$ cat src/rtl/bias_pattern.sv
module bias_pattern #(
  parameter int CHAIN_LEN = 1000,
  parameter int SR_LEN    = 1536,
  parameter int TAP_LO    = 2,
  parameter int TAP_HI    = SR_LEN - 2
) (
  input  logic clk,
  input  logic rst_n,
  output logic chain_a_q,
  output logic chain_b_q,
  output logic tap_lo,
  output logic tap_hi
);

  logic [1:0]        phase;
  logic              shift_en;
  logic [1:0]        drive;
  logic [SR_LEN-1:0] sr;

  // phases 1 and 3 lead to a flip-flop inversion on the next pulse
  assign shift_en = phase[0];
  assign drive[0] = (phase != 2'd0);
  assign drive[1] = (phase == 2'd3);

  always_ff @(posedge clk or negedge rst_n) begin
    if (!rst_n) phase <= 2'd0;
    else        phase <= phase + 2'd1;
  end

  always_ff @(posedge clk or negedge rst_n) begin
    if (!rst_n) begin
      for (int i = 0; i < SR_LEN; i++) sr[i] <= 1'(i % 2);
    end else if (shift_en) begin
      sr <= {sr[SR_LEN-2:0], ~sr[0]};
    end
  end

  for (genvar c = 0; c < 2; c++) begin : chain
    for (genvar g = 0; g < CHAIN_LEN; g++) begin : stage
      logic n;
      if (g == 0) begin : head
        assign n = drive[c];
      end else begin : body
        assign n = chain[c].stage[g-1].n;
      end
    end
  end

  assign chain_a_q = chain[0].stage[CHAIN_LEN-1].n;
  assign chain_b_q = chain[1].stage[CHAIN_LEN-1].n;
  assign tap_lo    = sr[TAP_LO];
  assign tap_hi    = sr[TAP_HI];

endmodule


$ cat config.mk
export PLATFORM = sky130hd
export DESIGN_NAME = bias_pattern
export DESIGN_NICKNAME = d
export VERILOG_FILES = /design/src/rtl/bias_pattern.sv
export SDC_FILE = /design/constraint.sdc
export NUM_CORES = 2
export LEC_CHECK = 0
export BUFFER_PORTS_ARGS = -buffer_cell sky130_fd_sc_hd__buf_2
export CAP_MARGIN = 15
export CORE_UTILIZATION = 59
export CTS_BUF_LIST = sky130_fd_sc_hd__clkbuf_4 sky130_fd_sc_hd__clkbuf_8
export DETAILED_ROUTE_END_ITERATION = 8
export GPL_TIMING_DRIVEN = 1
export HOLD_SLACK_MARGIN = 0.02
export PLACE_DENSITY = 0.78
export SLEW_MARGIN = 5
export SYNTH_ARGS = -nofsm -noshare
export SYNTH_HDL_FRONTEND = slang
export SYNTH_SLANG_ARGS = --single-unit
$ cat constraint.sdc
create_clock -name clk -period 1.65 [get_ports clk]
set_clock_uncertainty 0.15 [all_clocks]
set_input_delay 0.33 -clock clk [delete_from_list [all_inputs] [get_ports clk]]
set_output_delay 0.33 -clock clk [all_outputs]
set_load 0.03 [all_outputs]
# Yosys cells after proc, flatten, opt, wreduce, memory -nomap -nowiden
# Cells that the tools add are included.
[word_totals]
reg_bits = 1537
in_bits = 2
output_inout_bits = 4
wordCells = 6
[classes]
add_sub_neg = 1
n_eq_ne = 1
bitwise_logic = 1
n_reduce_logical = 1
[op_table]
columns = ["cell", "n"]
rows = [
  ["$add A2 B1 Y2 const B", 1],
  ["$eq A2 B2 Y1 const B", 1],
  ["$reduce_bool A2 Y1", 1],
  ["$not A1 Y1", 1],
]

# Depth between registers and ports, before layout
[logic_depth]
ltp_word = 1
mapped_depth = 6

# Worst setup path before layout
# Ideal clock, no wire load.
[synth_timing]
path_type = "reg-to-output"
from = "register phase[0]"
to = "output port chain_a_q"
arrival_ns = 1.245
required_time_ns = 1.170
setup_slack_ns = -0.075
path_stages_with_launch = 7
path_cell_list = "dfrtp_1 -> buf_2 -> buf_6 -> buf_2 -> inv_1 -> ha_1 -> inv_1"
[synth_via]
elab_chain_cells = 1
[synth_lines]
columns = ["item", "line_no", "rtl"]
rows = [
  ["start, declared", "15", "logic [1:0] phase;"],
  ["start signal, assigned", "27", "else phase <= phase + 2'd1;"],
  ["$reduce_bool A2 Y1", "22", "assign drive[0] = (phase != 2'd0);"],
  ["end, declared", "9", "output logic chain_a_q,"],
]
# No other way between the ends.

# Worst setup path in the final report
[layout_timing]
from = "register phase[0]"
to = "output port chain_b_q"
[layout_via]
elab_chain_cells = 1
[layout_lines]
columns = ["item", "line_no", "rtl"]
rows = [
  ["$eq A2 B2 Y1", "23", "assign drive[1] = (phase == 2'd3);"],
  ["end, declared", "10", "output logic chain_b_q,"],
]
# No other way between the ends.

==> qor.log <==
INFO  outcome        status=finished with violations
INFO  outcome        violated_checks=setup timing
INFO  setup_path     crit-reg2reg-launch=phase[0]
INFO  floorplanning  die-width=317um
INFO  yosys          commonest_register_cell_after_synthesis=sky130_fd_sc_hd__dfrtp_1
INFO  drt            detailroute.via_count=26,700
INFO  sta            slew_of_the_pin_with_the_lowest_slew_margin=0.937ns
INFO  floorplanning  die_y=317um
INFO  grt            overflow_left_after_global_routing=0
INFO  yosys          synth_area_leaders=sky130_fd_sc_hd__dfstp_2 34%, sky130_fd_sc_hd__dfrtp_1 33%, sky130_fd_sc_hd__mux2_2 27%
INFO  setup_path     reg2reg_setup_slack=-0.48ns
INFO  setup_path     timing.critical_path.arrival=1.81ns
INFO  yosys          synth_top_cells_by_count=1,428 x sky130_fd_sc_hd__mux2_2, 770 x sky130_fd_sc_hd__dfrtp_1, 767 x sky130_fd_sc_hd__dfstp_2, 113 x sky130_fd_sc_hd__buf_6, 100 x sky130_fd_sc_hd__mux2_4
INFO  setup_path     crit_chain=buf_12 -> ha_4 -> buf_6
INFO  floorplanning  row_count=115
INFO  sta            fin_crit_sh=1.39
INFO  setup_path     critical-path-max-stage-delay=0.53ns
INFO  cts            cts-root-buf=sky130_fd_sc_hd__clkbuf_8
INFO  sta            max_freq=436MHz
INFO  grt            global_route_usage_sum=0.174
INFO  cts            clkLatencyLatePin=0.87ns
INFO  floorplanning  core_region_area=98,400um2
INFO  setup_path     worst_r2r_endpoint=sr[1012]
INFO  placed_design  place_hpwl=47,700um
INFO  yosys          synth_sequential_area_ratio=0.672
INFO  sta            relSlewSlack=0.373
INFO  pwr            power.density=1050nW/um2
INFO  cells_and_area syn_to_final_growth=16.7%
INFO  pwr            irDropWorstVdd=0.667mV
INFO  drt            remaining_drc_errors=0
INFO  pwr            clock_power_share=0.462
INFO  setup_path     timing.critical_path.to_type=output port
INFO  pwr            power.switching_fraction=0.207
INFO  yosys          register_bit_count_reported_by_yosys=1,537
INFO  grt            initial_antenna_violation_count=1
INFO  yosys          postSynth.asyncResetShare=1.00
INFO  yosys          syn-mean-instance-area=18.1um2
INFO  yosys          cell_type_with_the_largest_total_area_after_synthesis=sky130_fd_sc_hd__dfstp_2
INFO  setup_path     timing.critical_path.max_delay_family=flip-flops
INFO  cts            tritoncts=done
INFO  setup_path     critPathCapture=chain_b_q
INFO  cts            cts_buffers=231
INFO  placed_design  routabilityCongestion=0.719
INFO  setup_path     cp.buffers_inverters=2
INFO  setup_path     slowest_cell_on_the_critical_path=sky130_fd_sc_hd__dfrtp_4
INFO  drt            via_density=5.27
INFO  setup_path     worst_setup_path_startpoint=phase[0]
INFO  floorplanning  die_area=101,000um2
INFO  grt            grt_first_pass_wirelength=145,000um
INFO  yosys          synth-edff-count=0
INFO  cells_and_area utilization=0.696
INFO  setup_path     critical_path_peak_fanout=4
INFO  setup_path     path_class=reg2out
INFO  sta            setup_repair_after_global_routing_missed_its_margin=true
INFO  grt            via_count_of_the_first_global_routing_pass=29,900
INFO  cts            worst_setup_hold_path_clk_slew=0.06ns
INFO  setup_path     critPathRequiredTime=1.17ns
INFO  sta            finalWorstPathRequiredPeriod=2.29ns
INFO  yosys          mappedNetlistArea=58,700um2
INFO  placed_design  port_buffers=5
INFO  sta            finalSetupViolations=1,356
INFO  drt            wire_per_inst=17.7um
INFO  hold_path      timing.hold.worst.class=reg2reg
INFO  floorplanning  design.portCount=6
INFO  setup_path     reg2reg_depth=8
INFO  drt            drt-total-wl=89,500um
INFO  pwr            combPwrFrac=0.013
INFO  cts            clock-sinks=1,537
INFO  setup_path     setup.worst_path.start_class=flip-flop
INFO  sta            final.setup.worst_slack=-0.641ns
INFO  pwr            share_seq_of_total_power=0.524
INFO  drt            drt_first_pass_iters=4
INFO  drt            dr.first_iter.drc_count=930
INFO  floorplanning  starting_density=0.596
INFO  cells_and_area final_layout_size_suffix_gt1_frac=0.793
INFO  yosys          net_count_after_synthesis=3,252
INFO  yosys          synth_cell_type_count=11
INFO  grt            pin_count_of_the_biggest_net_entering_global_routing=80
INFO  cells_and_area non_filler_instance_count_after_layout=5,058
INFO  cts            clock_tree.buffer_depth=3
INFO  yosys          top_count_cell_post_synth=sky130_fd_sc_hd__mux2_2
INFO  cells_and_area layout.nets=3,570
INFO  yosys          synth.top_cell.area_share=0.343
INFO  pwr            p_leak=33.3nW
INFO  pwr            fin_total_pwr=72.1mW
INFO  drt            route.antenna.remaining_nets=0
INFO  sta            slew_viol_final=0
INFO  placed_design  numPlacedInstances=4,515
INFO  pwr            internal-power=57.2mW
INFO  yosys          ys_warn_count=0
INFO  yosys          syn_inst=3,248
INFO  pwr            p_sw=14.9mW
INFO  setup_path     path_depth=3
INFO  run            maxCapViolations=0
INFO  cts            h_tree_depth=4
INFO  sta            finalHoldViolCount=0
[state kept, by name (all words and copies together), names as in the netlist]
register	flops
sr	1535
phase	2
[power groups by stage]
stage / Combinational [mW] / Sequential (mW) / Clock (mW)
2_1_floorplan: 0.0000103 / 38.4 / 0
3_5_place_dp: 0.992 / 38.4 / 0
3_3_place_gp: 0.931 / 38.4 / 0
5_1_grt: 1.12 / 37.8 / 36.1
4_1_cts: 1.01 / 37.8 / 34.3
6_report: 0.962 / 37.8 / 33.4
[cell families (layout without fill, tap and decap cells)]
group	after synthesis	after routing	share of synthesized area
buf+inv	174	695	0.0270
flops	1537	1537	0.672
mux	1534	1534	0.301
fa+ha+maj	2	2	0.000426
xor+xnor	1	1	0.000149
other cells	0	2	0
[repair_timing]
| item | 4_1_cts | 5_1_grt |
|---|---|---|
| pin swaps | 0 | 1 |
| endpoints found under the hold margin | 1537 | 0 |
| gates cloned | 20 | 47 |
| setup endpoints to repair | 1195 | 1352 |
| setup buffers | 17 | 17 |
| hold buffers | 5 | 0 |
| gates resized for setup | 49 | 58 |
[cell usage in the layout, fill, tap and decap left out, types with 3 or more instances in the layout]
cell | netlist | final
sky130_fd_sc_hd__dfstp_2 | 767 | 767
sky130_fd_sc_hd__buf_16 | 0 | 39
sky130_fd_sc_hd__clkbuf_8 | 0 | 303
sky130_fd_sc_hd__dfrtp_1 | 770 | 769
sky130_fd_sc_hd__clkbuf_16 | 0 | 39
sky130_fd_sc_hd__bufbuf_16 | 0 | 4
sky130_fd_sc_hd__buf_4 | 4 | 79
sky130_fd_sc_hd__buf_6 | 113 | 14
sky130_fd_sc_hd__mux2_2 | 1428 | 1427
sky130_fd_sc_hd__clkinv_8 | 0 | 3
sky130_fd_sc_hd__bufinv_16 | 0 | 4
sky130_fd_sc_hd__clkinv_2 | 0 | 23
sky130_fd_sc_hd__clkbuf_4 | 0 | 93
sky130_fd_sc_hd__mux2_4 | 100 | 101
sky130_fd_sc_hd__clkinvlp_4 | 0 | 6
sky130_fd_sc_hd__buf_8 | 0 | 7
sky130_fd_sc_hd__buf_12 | 0 | 70
sky130_fd_sc_hd__mux2_1 | 6 | 6
sky130_fd_sc_hd__dlygate4sd3_1 | 0 | 4
[cell type report]
type	count	area, um2
Inverter	3	13.8
Multi-Input combinational cell	1537	17700
Fill cell	5886	29900
Sequential cell	1537	39400
Tap cell	1287	1610
Antenna cell	2	5.00
Clock buffer	396	4870
Timing Repair Buffer	256	4480
Clock inverter	40	374
[per-stage QoR]
step	instance area (um2)	hold slack [ns]	setup TNS (ns)	setup WS, ns
after floorplan	58700	-0.116	0	0.0419
after global placement	60800	0.0617	-33.80	-0.113
after detailed placement	60800	0.0622	-67.71	-0.145
after CTS	67000	0.317	-303.47	-0.726
after global routing	68500	0.333	-357.79	-0.713
final	68500	0.319	-325.74	-0.641
[worst min-delay path by stage]
stage / startpoint / endpoint / slack [ns] / depth (start not counted)
floorplan: rst_n / phase[0] / -0.12 / 0
global placement: rst_n / sr[340] / 0.06 / 1
detailed placement: rst_n / sr[340] / 0.06 / 1
CTS: sr[0] / sr[0] / 0.32 / 1
global route: sr[290] / sr[291] / 0.33 / 1
finish: sr[0] / sr[0] / 0.32 / 1
[routing by layer]
metal	up-vias	routed length [um]	global-route usage
met5	-	0	0
met4	0	1850	0.0619
met1	14100	38900	0.225
met2	262	46300	0.293
met3	163	2520	0.0350
li1	12200	-	-
(Power assumes the default switching activity.)
